**config.mk**
```make
export PLATFORM = sky130hd
export DESIGN_NAME = eth_led_ctrl
export DESIGN_NICKNAME = d
export VERILOG_FILES = /design/src/rtl/eth_led_pkg.sv /design/src/rtl/led_blink_gen.sv /design/src/rtl/led_pulse_stretch.sv /design/src/rtl/eth_led_ctrl.sv
export SDC_FILE = /design/constraint.sdc
export NUM_CORES = 1
export LEC_CHECK = 0
export ABC_AREA = 1
export ABC_CLOCK_PERIOD_IN_PS = 5210
export BUFFER_PORTS_ARGS = -buffer_cell sky130_fd_sc_hd__buf_2
export CAP_MARGIN = 20
export CORE_MARGIN = 2
export CORE_UTILIZATION = 51
export DETAILED_ROUTE_END_ITERATION = 10
export PLACE_DENSITY = 0.68
export RECOVER_POWER = 100
export SYNTH_ARGS = -nofsm -noshare
export SYNTH_HDL_FRONTEND = slang
export SYNTH_SLANG_ARGS = --single-unit
```
**constraint.sdc**
```tcl
create_clock -name clk -period 5.21 [get_ports clk]
set_clock_uncertainty 0.2 [all_clocks]
set_input_delay 0 -clock clk [delete_from_list [all_inputs] [get_ports clk]]
set_output_delay 0 -clock clk [all_outputs]
set_load 0.005 [all_outputs]
```
**src/rtl/eth_led_pkg.sv**
```systemverilog
package eth_led_pkg;

    typedef enum logic [1:0] {
        LS_DOWN  = 2'd0,
        LS_UP10  = 2'd1,
        LS_UP100 = 2'd2
    } link_state_e;

    typedef enum logic {
        SX_IDLE = 1'b0,
        SX_HOLD = 1'b1
    } stretch_state_e;

endpackage

```
**src/rtl/led_blink_gen.sv**
```systemverilog
module led_blink_gen #(
    parameter int HALF = 200
) (
    input  logic clk,
    input  logic rst,
    output logic wave
);
    localparam int CW = (HALF > 1) ? $clog2(HALF) : 1;
    localparam logic [CW-1:0] LAST = CW'(HALF - 1);

    logic [CW-1:0] cnt_q;
    logic          wave_q;

    always_ff @(posedge clk) begin
        if (rst) begin
            cnt_q  <= '0;
            wave_q <= 1'b0;
        end else if (cnt_q == LAST) begin
            cnt_q  <= '0;
            wave_q <= ~wave_q;
        end else begin
            cnt_q <= cnt_q + 1'b1;
        end
    end

    assign wave = wave_q;

    // the wave may only change state when a half period has elapsed
    assert_toggle_at_half_R10: assert property (@(posedge clk) disable iff (rst)
        (wave_q != $past(wave_q)) |-> ($past(cnt_q) == LAST));

endmodule

```
**src/rtl/led_pulse_stretch.sv**
```systemverilog
module led_pulse_stretch
    import eth_led_pkg::*;
#(
    parameter int HOLD = 400
) (
    input  logic clk,
    input  logic rst,
    input  logic en,
    input  logic trig,
    output logic active
);
    localparam int HW = (HOLD > 1) ? $clog2(HOLD) : 1;
    localparam logic [HW-1:0] LOAD = HW'(HOLD - 1);

    stretch_state_e state_q, state_d;
    logic [HW-1:0]  cnt_q, cnt_d;

    // next-state and counter logic
    always_comb begin
        state_d = state_q;
        cnt_d   = cnt_q;
        unique case (state_q)
            SX_IDLE: begin
                if (en && trig) begin
                    state_d = SX_HOLD;
                    cnt_d   = LOAD;
                end
            end
            SX_HOLD: begin
                if (!en) begin
                    state_d = SX_IDLE;
                    cnt_d   = '0;
                end else if (trig) begin
                    cnt_d = LOAD;
                end else if (cnt_q == '0) begin
                    state_d = SX_IDLE;
                end else begin
                    cnt_d = cnt_q - 1'b1;
                end
            end
            default: begin
                state_d = SX_IDLE;
                cnt_d   = '0;
            end
        endcase
    end

    // state register
    always_ff @(posedge clk) begin
        if (rst) begin
            state_q <= SX_IDLE;
            cnt_q   <= '0;
        end else begin
            state_q <= state_d;
            cnt_q   <= cnt_d;
        end
    end

    assign active = (state_q == SX_HOLD);

    // a pulse with the link up (re)starts a full hold
    assert_retrigger_R8: assert property (@(posedge clk) disable iff (rst)
        (en && trig) |=> (state_q == SX_HOLD && cnt_q == LOAD));

    // an exhausted hold with no new pulse ends
    assert_expire_R8: assert property (@(posedge clk) disable iff (rst)
        (state_q == SX_HOLD && cnt_q == '0 && !trig) |=> (state_q == SX_IDLE));

    // no hold survives a link drop
    assert_drop_on_down_R9: assert property (@(posedge clk) disable iff (rst)
        !en |=> (state_q == SX_IDLE));

endmodule

```
**src/rtl/eth_led_ctrl.sv**
```systemverilog
module eth_led_ctrl
    import eth_led_pkg::*;
#(
    parameter int CLK_HZ  = 25_000_000,
    parameter int HOLD_MS = 100
) (
    input  logic       clk,
    input  logic       rst,
    input  logic       mode_four,
    input  logic       link_up,
    input  logic       speed_100,
    input  logic       full_duplex,
    input  logic       rx_act,
    input  logic       tx_act,
    input  logic       col_det,
    output logic [3:0] led
);
    localparam int HALF_SLOW = CLK_HZ / 20;
    localparam int HALF_FAST = CLK_HZ / 40;
    localparam int HOLD_CYC  = (CLK_HZ / 1000) * HOLD_MS;
    localparam int NCH       = 2;   // channel 0 = activity, 1 = collision

    link_state_e ls_q, ls_d;
    logic        fdx_q, four_q;
    logic        blink_slow, blink_fast;
    logic [NCH-1:0] trig_vec, held_vec;
    logic [3:0]  led_d, led_q;

    led_blink_gen #(.HALF(HALF_SLOW)) u_blink_slow (
        .clk (clk), .rst (rst), .wave (blink_slow)
    );
    led_blink_gen #(.HALF(HALF_FAST)) u_blink_fast (
        .clk (clk), .rst (rst), .wave (blink_fast)
    );

    assign trig_vec = {col_det, rx_act | tx_act};

    for (genvar g = 0; g < NCH; g++) begin : g_hold
        led_pulse_stretch #(.HOLD(HOLD_CYC)) u_hold (
            .clk    (clk),
            .rst    (rst),
            .en     (link_up),
            .trig   (trig_vec[g]),
            .active (held_vec[g])
        );
    end

    // link tracker transitions
    always_comb begin
        if (!link_up)       ls_d = LS_DOWN;
        else if (speed_100) ls_d = LS_UP100;
        else                ls_d = LS_UP10;
    end

    // state register
    always_ff @(posedge clk) begin
        if (rst) begin
            ls_q   <= LS_DOWN;
            fdx_q  <= 1'b0;
            four_q <= 1'b0;
        end else begin
            ls_q   <= ls_d;
            fdx_q  <= full_duplex;
            four_q <= mode_four;
        end
    end

    // output decode
    always_comb begin
        logic fast_lane;
        logic dpx;
        fast_lane = (ls_q == LS_UP100);
        dpx       = held_vec[1] ? blink_fast : fdx_q;
        led_d     = 4'b0000;
        unique case (ls_q)
            LS_DOWN: led_d = 4'b0000;
            LS_UP10, LS_UP100: begin
                if (four_q)
                    led_d = {dpx, held_vec[0] & blink_slow, ~fast_lane, fast_lane};
                else
                    led_d = {1'b0, dpx, held_vec[0] ? blink_slow : 1'b1, fast_lane};
            end
            default: led_d = 4'b0000;
        endcase
    end

    always_ff @(posedge clk) begin
        if (rst) led_q <= 4'b0000;
        else     led_q <= led_d;
    end

    assign led = led_q;

    // reset darkens every lamp on the following edge
    assert_reset_dark_R1: assert property (@(posedge clk)
        rst |=> (led_q == 4'b0000));

    // three-lamp layout keeps the spare lamp off
    assert_spare_low_R2: assert property (@(posedge clk) disable iff (rst)
        !four_q |=> !led_q[3]);

    // speed lamp in three-lamp layout
    assert_speed_lamp_R3: assert property (@(posedge clk) disable iff (rst)
        (!four_q && ls_q == LS_UP100) |=> led_q[0]);

    // four-lamp layout never shows both link speeds
    assert_speed_exclusive_R5: assert property (@(posedge clk) disable iff (rst)
        four_q |=> $onehot0(led_q[1:0]));

    // link down means all dark
    assert_dark_when_down_R9: assert property (@(posedge clk) disable iff (rst)
        (ls_q == LS_DOWN) |=> (led_q == 4'b0000));

endmodule

```
After elaboration in Yosys (flattened, before gate mapping)
Cells that the tools add are included.
Operators by class
  div/mod/pow operators: 0
  shift operators: 0
  equality and inequality tests: 8
  $lt $le $gt $ge: 0
  $add $sub $neg: 4
  reductions and logical operators: 12
  $mul: 0
  muxes and demuxes: 24
  bitwise operators: 10
Operators with widths (count)
  22-bit two-way mux: 8
  22-bit case mux with 2 select lines: 2
  22-bit zero test: 2
  22-bit by 1-bit subtractor with 22-bit output, second input constant: 2
  21-bit by 1-bit adder with 21-bit output, second input constant: 1
  21-bit equality test, second input constant: 1
  20-bit by 1-bit adder with 20-bit output, second input constant: 1
  20-bit equality test, second input constant: 1
  1-bit two-way mux: 10
  2-bit OR reduction: 5
  1-bit inverter: 8
  2-bit by 1-bit != test with 1-bit output, second input constant: 2
  4-bit by 3-bit != test with 1-bit output, second input constant: 1
  4-bit != test, second input constant: 1
  1-bit case mux with 2 select lines: 2
  2-bit AND reduction: 2
  3-bit two-way mux: 1
  3-bit OR reduction: 1
  2-bit by 1-bit equality test with 1-bit output, second input constant: 1
  2-bit equality test, second input constant: 1
  1-bit logical AND: 2
  2-bit two-way mux: 1
  1-bit AND: 1
  1-bit OR: 1
Word-level totals
  logic and storage cells: 71
  latch bits: 0
  memory bits (writable): 0
  flip-flop bits (word level): 97
  input bits: 9
  ROM bits: 0
  memories kept: 0
  output and inout bits: 4

Depth between registers and ports, before layout
Gate-level depths: netlist of run 1.
  word-level depth: 5
  depth in mapped cells: 13

By module
A second synthesis of run 1 with hierarchy kept.
Unflattened totals
  cell total of the unflattened synthesis: 847
  area, all modules: 5437.7 µm²
By module, submodules not included
  led_pulse_stretch: area an instance 1412.6 µm², cells an instance 233, times used 2, sequential area each 460.4 µm²
  led_blink_gen at u_blink_fast: area an instance 1173.6 µm², cells an instance 174, times used 1, sequential area each 420.4 µm²
  led_blink_gen at u_blink_slow: area an instance 1136.1 µm², cells an instance 167, times used 1, sequential area each 440.4 µm²
  eth_led_ctrl: area an instance 302.8 µm², cells an instance 40, times used 1, sequential area each 160.2 µm²

Worst setup path after synthesis of run 1
Ideal clock, no wire load.
  path kind: reg-to-reg
  start point: reg g_hold[1].u_hold.cnt_q[0]
  end point: reg g_hold[1].u_hold.cnt_q[6]
  arrival time: 1.474 ns
  slack: 3.421 ns
  data required time: 4.895 ns
  cell stages (with the launch flop): 13
  cells stage by stage: dfxtp_1 inv_1 ha_1 nand2_1 nor2_2 nand2_2 nor2_2 nand2_1 nand2_2 nand2_4 buf_4 a21oi_1 nor2_1
On the way
  cells in the longest elaborated chain, start to end: 5
RTL lines
  start: declaration: line led_pulse_stretch.sv:16  | logic [HW-1:0] cnt_q, cnt_d;
  start signal: assignment: line led_pulse_stretch.sv:55  | cnt_q <= cnt_d;
  22-bit by 1-bit subtractor with 22-bit output: line led_pulse_stretch.sv:38  | cnt_d = cnt_q - 1'b1;
  22-bit two-way mux: line led_pulse_stretch.sv:35  | end else if (cnt_q == '0) begin
  22-bit two-way mux: line led_pulse_stretch.sv:33  | end else if (trig) begin
  22-bit two-way mux: line led_pulse_stretch.sv:30  | if (!en) begin
  22-bit case mux with 2 select lines: line led_pulse_stretch.sv:22  | unique case (state_q)
Several ways; a longest one is shown, not always the timed one. The select of a mux whose other input is x is not followed.
A chain may end at the register's enable or synchronous reset.

Final worst setup path of run 1
  start point: in tx_act
  end point: reg g_hold[0].u_hold.cnt_q[6]
On the way
  cells in the longest elaborated chain, start to end: 4
RTL lines
  start: declaration: line eth_led_ctrl.sv:14  | input logic tx_act,
  1-bit OR *: line eth_led_ctrl.sv:36  | assign trig_vec = {col_det, rx_act | tx_act};
  22-bit two-way mux or 1-bit logical AND (tied branches): line led_pulse_stretch.sv:33, led_pulse_stretch.sv:24
  22-bit two-way mux or 2-bit by 1-bit != test with 1-bit output (tied branches)
  22-bit case mux with 2 select lines or 2-bit AND reduction (tied branches)
  end signal: assignment: line led_pulse_stretch.sv:55
  end: declaration: line led_pulse_stretch.sv:16
Mark *: on every way between the ends. The rest lies on a longest branch, timed or not.

==> flow_summary.ini, run 1 <==
[setup_path]
worst-path-max-fanout = 21
cp_data_required_time_ps = 5330
slowest_delay_ps = 850
worstSetupPathType = in -> reg
slowest_stage = dlygate4sd3_1
path_cells = dlygate4sd3_1 > buf_2 > nor2_1 > dlygate4sd3_1 > nor2_1 > inv_1 > nand2_1 > nand2_1 > o21ai_0 > nor2_1
cpMostUsedCell = nor2_1
r2r_slack_ps = 2400
worstSetupStartpointType = input port
critPathCaptureType = flip-flop
arrival_ps = 3460

[power]
max-vdd-ir-drop_mv = 0.173
p_leak_nw = 2.53
p_per_area_nw_per_um2 = 259

[synthesis]
ys_seq_elements = 97
syn-num-nets = 884
synth_commonest_cells = nand2_1 (199), nor2_1 (169), inv_1 (116), dfxtp_1 (97), nand3_1 (69)
yosysTopAreaCell = dfxtp_1
ys_top_cells_by_area = dfxtp_1 (35%), nand2_1 (14%), nor2_1 (12%)
yosysWarnings = 0
ys.flop_type = dfxtp_1
syn_area_sq_um = 5490
yosysTopAreaCellShare_pct = 35.4
synth_edf_count = 0
synthCells = 870
syn_area_per_cell_sq_um = 6.30
async_flop_share_pct = 0
synth_cell_types = 38
post-synth-top-count-cell = nand2_1
yosysSeqAreaShare_pct = 35.4

[finish]
nNetsFinal = 906
antenna_cells = 0
layout-drive-gt1-share_pct = 6.13
nFillCells = 1062
synthToLayoutAreaGrowth_pct = 6.84

[timing]
tightest_slew_ps = 1590
rsz0062_at_grt = no
period_needed_ps = 3340
slew-limit-headroom_pct = -5.76
setup-tns-final_ps = 0
max_freq_ghz = 0.300
setup_violations = 0
hold_ws_ps = 191
drv_slew = 35
period_share_pct = 64.1
setup_slack_ps = 1870
hold_viol = 0

[place]
place_congestion = 0.881
port_buffers = 12
pre_cts_slack_ps = 3020
hpwl_mm = 8.85

[cts]
insertion_delay_ps = 380
numClockSinks = 97
numCtsBuffers = 9
h-tree-depth = 3
cts_tree = built
cts_resized = 0
cts-root-buf = clkbuf_8
clockBufferDepth = 2
path_clk_slew_ps = 100

[global_routing]
antenna_found_initial = 0
grt_max_degree = 35
grt_pass1_wl_mm = 22.1
gr-total-overflow = 0
gr-usage-all-layers_pct = 23.3
grt_pass1_vias = 5041

[run]
maxCapViolCount = 1

[drt]
dr.pass1.iters = 8
vias = 5342
vias_per_cell = 5.17
drc = 0
drt-total-wl_mm = 12.5
wire_per_inst_microns = 12.1
drtIter0Drc = 242
ant_nets = 0

[outcome]
violations = capacitance limit, slew limit
status = finished with violations

[floorplanning]
die_w_microns = 108
ios = 13
die_y_microns = 108
dieArea_sq_um = 11600
fp-row-count = 37
core_sq_um = 10400
start_util_pct = 52.9

[worst_hold_path]
hold_class = in -> reg
-- flip-flops by register name, indices dropped and copies added (netlist names) --
name	cells
u_blink_slow.cnt_q	21
u_blink_slow.wave	1
fdx_q	1
g_hold.u_hold.active	2
u_blink_fast.cnt_q	20
led	4
g_hold.u_hold.cnt_q	44
ls_q	2
four_q	1
u_blink_fast.wave	1
-- power by group --
part           switching [mW]  leakage [nW]  internal (mW)
registers              0.0305         0.792          0.771
logic                   0.174          1.65         0.0851
clock network           0.272        0.0826          0.187
total                   0.477          2.53           1.04
-- repair_timing --
item | in CTS | in global routing
hold endpoints to repair | 33 | 0
buffers inserted | 0 | 0
hold buffers | 13 | 0
-- cell type report --
type	instances	area [sq um]	area share [%]
multi-input cells	632	2910	49.7
clock buffers	12	145	2.48
inverters	126	473	8.07
clock inverters	4	28.8	0.491
repair buffers	26	190	3.25
flip-flops and latches	97	1940	33.1
well taps	136	170	2.90
-- worst paths after layout --
kind	start	end	cells past startpoint
hold reg to reg	u_blink_fast.cnt_q[0]	u_blink_fast.cnt_q[0]	1
hold / removal	speed_100	ls_q[1]	4
setup / recovery	tx_act	g_hold[0].u_hold.cnt_q[6]	10
setup reg to reg	g_hold[0].u_hold.active	g_hold[0].u_hold.cnt_q[6]	5
-- logic make-up after synthesis --
group | Yosys count | synth area share (%)
XOR/XNOR | 16 | 2.55
AND/OR/NAND/NOR | 517 | 41.1
adder cells (fa/ha/maj) | 5 | 1.14
buffers and inverters | 141 | 10.6
flip-flops | 97 | 35.4
AO/OA/AOI/OAI | 94 | 9.24
-- critical path, delay by kind of cell --
kind | cells | cell delay, ps
compound gates | 1 | 170
buf+inv | 4 | 1590
simple gates | 5 | 1700
-- metal layers --
metal	vias to the layer above	share of wire (%)	routed length, microns	GRT usage, %
met5	-	0	0	0
met4	0	1.6	205	8.79
met3	20	4.5	558	4.06
met2	101	47	5840	39.8
met1	2433	47	5850	29.4
li1	2788	-	-	-
-- cell usage in the layout (no fill, tap or decap), drive strengths merged, types with 3 or more instances in the layout --
cell type	n
nand3	72
xor2	11
nand4	14
o21ai	42
a21oi	46
a31oi	4
nand2	208
ha	5
nor2	185
clkinv	4
buf	9
dlygate4sd3	13
clkbuf	16
inv	124
nand3b	3
dfxtp	97
nor4	4
xnor2	5
nor3	26
-- stage by stage --
step                      cells  utilization [%]  power, mW  cell area (sq um)
after floorplan             870                -       1.02               5490
after global placement     1004             54.2       1.07               5620
after CTS                  1033             57.1       1.54               5920
after global routing       1033             56.5       1.61               5860
final                      1033             56.5       1.52               5860
after detailed placement   1004             54.2       1.07               5620
No activity file was read; power rests on OpenSTA's default activity.
==> run 2, diff against run 1 <==
--- a/config.mk
+++ b/config.mk
@@ -6,13 +6,13 @@
 export NUM_CORES = 1
 export LEC_CHECK = 0
 export ABC_AREA = 1
-export ABC_CLOCK_PERIOD_IN_PS = 5210
+export ABC_CLOCK_PERIOD_IN_PS = 2700
 export BUFFER_PORTS_ARGS = -buffer_cell sky130_fd_sc_hd__buf_2
 export CAP_MARGIN = 20
 export CORE_MARGIN = 2
 export CORE_UTILIZATION = 51
 export DETAILED_ROUTE_END_ITERATION = 10
-export PLACE_DENSITY = 0.68
+export PLACE_DENSITY = 0.71
 export RECOVER_POWER = 100
 export SYNTH_ARGS = -nofsm -noshare
 export SYNTH_HDL_FRONTEND = slang
==> constraint.sdc (replaced) <==
create_clock -name clk -period 2.7 [get_ports clk]
set_clock_uncertainty 0.2 [all_clocks]
set_input_delay 0 -clock clk [delete_from_list [all_inputs] [get_ports clk]]
set_output_delay 0 -clock clk [all_outputs]
set_load 0.005 [all_outputs]
==> run 2 against run 1 <==
Compared with the run above: the run now ends clean; largest cell class unchanged; die area did not move; cell count rose by 0.29%; total power rose by 110%; register-to-register slack got worse by 2000 ps; clock power rose by 140%; flip-flop and latch count did not move; largest power group unchanged; sequential power rose by 92%; core utilization rose by 0.92 points; critical path type unchanged.
==> flow_summary.ini, run 2 (same netlist as run 1, synthesis figures left out) <==
[finish]
final_cell_mix = nand2_1 (202), nor2_1 (172), inv_1 (117), dfxtp_1 (97), nand3_1 (69)
largest_reg_flops = 44
antenna_cells = 0
layout-drive-gt1-share_pct = 7.22
layout_commonest_cell = nand2_1
regMostFlops = g_hold.u_hold.cnt_q
nNetsFinal = 909
nFillCells = 1035
reg_top3 = g_hold.u_hold.cnt_q x44, u_blink_slow.cnt_q x21, u_blink_fast.cnt_q x20
synthToLayoutAreaGrowth_pct = 8.58

[global_routing]
antenna_found_initial = 0
grt_pass1_wl_mm = 21.7
grt_max_degree = 29
gr-usage-all-layers_pct = 23.3
gr-total-overflow = 0
grt_pass1_vias = 5019

[worst_hold_path]
holdPathStages = 4
hold_class = in -> reg
whs_endpoint = ls_q[1]
hp-start = speed_100

[cts]
cts_tree = built
h-tree-depth = 3
numClockSinks = 97
path_clk_slew_ps = 100
cts-root-buf = clkbuf_8
postCtsSetupBuffers = 0
clockBufferDepth = 2
numCtsBuffers = 9
insertion_delay_ps = 390

[timing]
hold_ws_ps = 198
tightest_slew_ps = 631
slew-limit-headroom_pct = 57.9
period_needed_ps = 2510
period_share_pct = 92.9
drv_slew = 0
rsz0062_at_grt = no
hold_viol = 0
max_freq_ghz = 0.399
setup_violations = 0
setup-tns-final_ps = 0

[setup_path]
cp_data_required_time_ps = 2790
worstSetupPathType = in -> reg
worst-path-max-fanout = 21
r2r_slack_ps = 410
rr_worst_depth = 12
arrival_ps = 2590
critPathCaptureType = flip-flop
r2r-end = g_hold[1].u_hold.cnt_q[13]
r2r-start = g_hold[1].u_hold.cnt_q[0]
worstSetupStartpointType = input port

[power]
power.share.sequential_pct = 49.1
power.switching_uw = 914
p_leak_nw = 2.57
p_per_area_nw_per_um2 = 528
p_clk_share_pct = 34.7
intPower_mw = 2.23
p_sw_share_pct = 29.1
comb_power_share_pct = 16.2
max-vdd-ir-drop_mv = 0.332

[floorplanning]
die_w_microns = 108
core_sq_um = 10400
dieArea_sq_um = 11600
die_y_microns = 108
start_util_pct = 52.9
fp-row-count = 37
ios = 13

[drt]
vias = 5276
dr.pass1.iters = 5
drc = 0
vias_per_cell = 5.09
drtIter0Drc = 309
wire_per_inst_microns = 12.0
ant_nets = 0
drt-total-wl_mm = 12.4

[outcome]
status = finished clean

[place]
hpwl_mm = 8.92
place_congestion = 0.977
port_buffers = 12

[run]
maxCapViolCount = 0
[run 2: area by class of cell]
cell class                      count  area, sq um  share of cell area [%]
Clock buffer                       12          155                    2.61
Multi-Input combinational cell    632         2930                    49.2
Sequential cell                    97         1940                    32.6
Timing Repair Buffer               29          209                    3.51
Inverter                          126          473                    7.94
Tap cell                          136          170                    2.86
Clock inverter                      4         75.1                    1.26
[run 2: worst max-delay path, cell delays in order]
cell           delay (ps)
dlygate4sd3_1         540
clkbuf_1              120
nor2_4                150
dlygate4sd3_1         820
nor2_1                110
inv_1                 100
nand2_2               230
nand2_4               310
nand2_1                90
nand2_1                70
nor2_1                 50
[run 2: what timing repair did]
item / CTS / global route
resized for setup: 0 / 0
hold buffers: 12 / 0
hold endpoints to repair: 34 / 0
[run 2: how the worst max path moves through the flow]
stage	startpoint	end	slack, ps
2_1_floorplan	g_hold[1].u_hold.cnt_q[0]	g_hold[1].u_hold.cnt_q[6]	910
3_5_place_dp	g_hold[0].u_hold.cnt_q[0]	g_hold[0].u_hold.cnt_q[13]	610
3_3_place_gp	g_hold[0].u_hold.cnt_q[0]	g_hold[0].u_hold.cnt_q[17]	640
6_report	tx_act	g_hold[0].u_hold.cnt_q[14]	190
5_1_grt	rst	u_blink_fast.cnt_q[12]	10
4_1_cts	tx_act	g_hold[0].u_hold.cnt_q[10]	170
[run 2: power by group through the flow]
stage          combinational (mW)  clock [mW]  sequential (mW)
2_1_floorplan               0.408           0             1.56
3_3_place_gp                0.487           0             1.58
3_5_place_dp                0.497           0             1.58
4_1_cts                     0.515        1.12             1.54
5_1_grt                     0.587        1.17             1.55
6_report                    0.509        1.09             1.54
[run 2: through the flow]
stage	setup slack (ps)	utilization, %	cells	power (mW)	cell area (sq um)
final	193	57.4	1036	3.14	5960
after floorplan	911	-	870	1.97	5490
after detailed placement	608	54.4	1008	2.07	5650
after global placement	645	54.4	1008	2.06	5650
after CTS	173	57.8	1036	3.18	6000
after global routing	13.2	57.4	1036	3.31	5960
[run 2: layer usage]
layer	routed length, microns	global-route usage, %	vias to the layer above
li1	-	-	2789
met1	5700	28.2	2385
met2	6000	40.6	84
met3	503	5.69	18
met4	185	7.23	0
met5	0	0	-
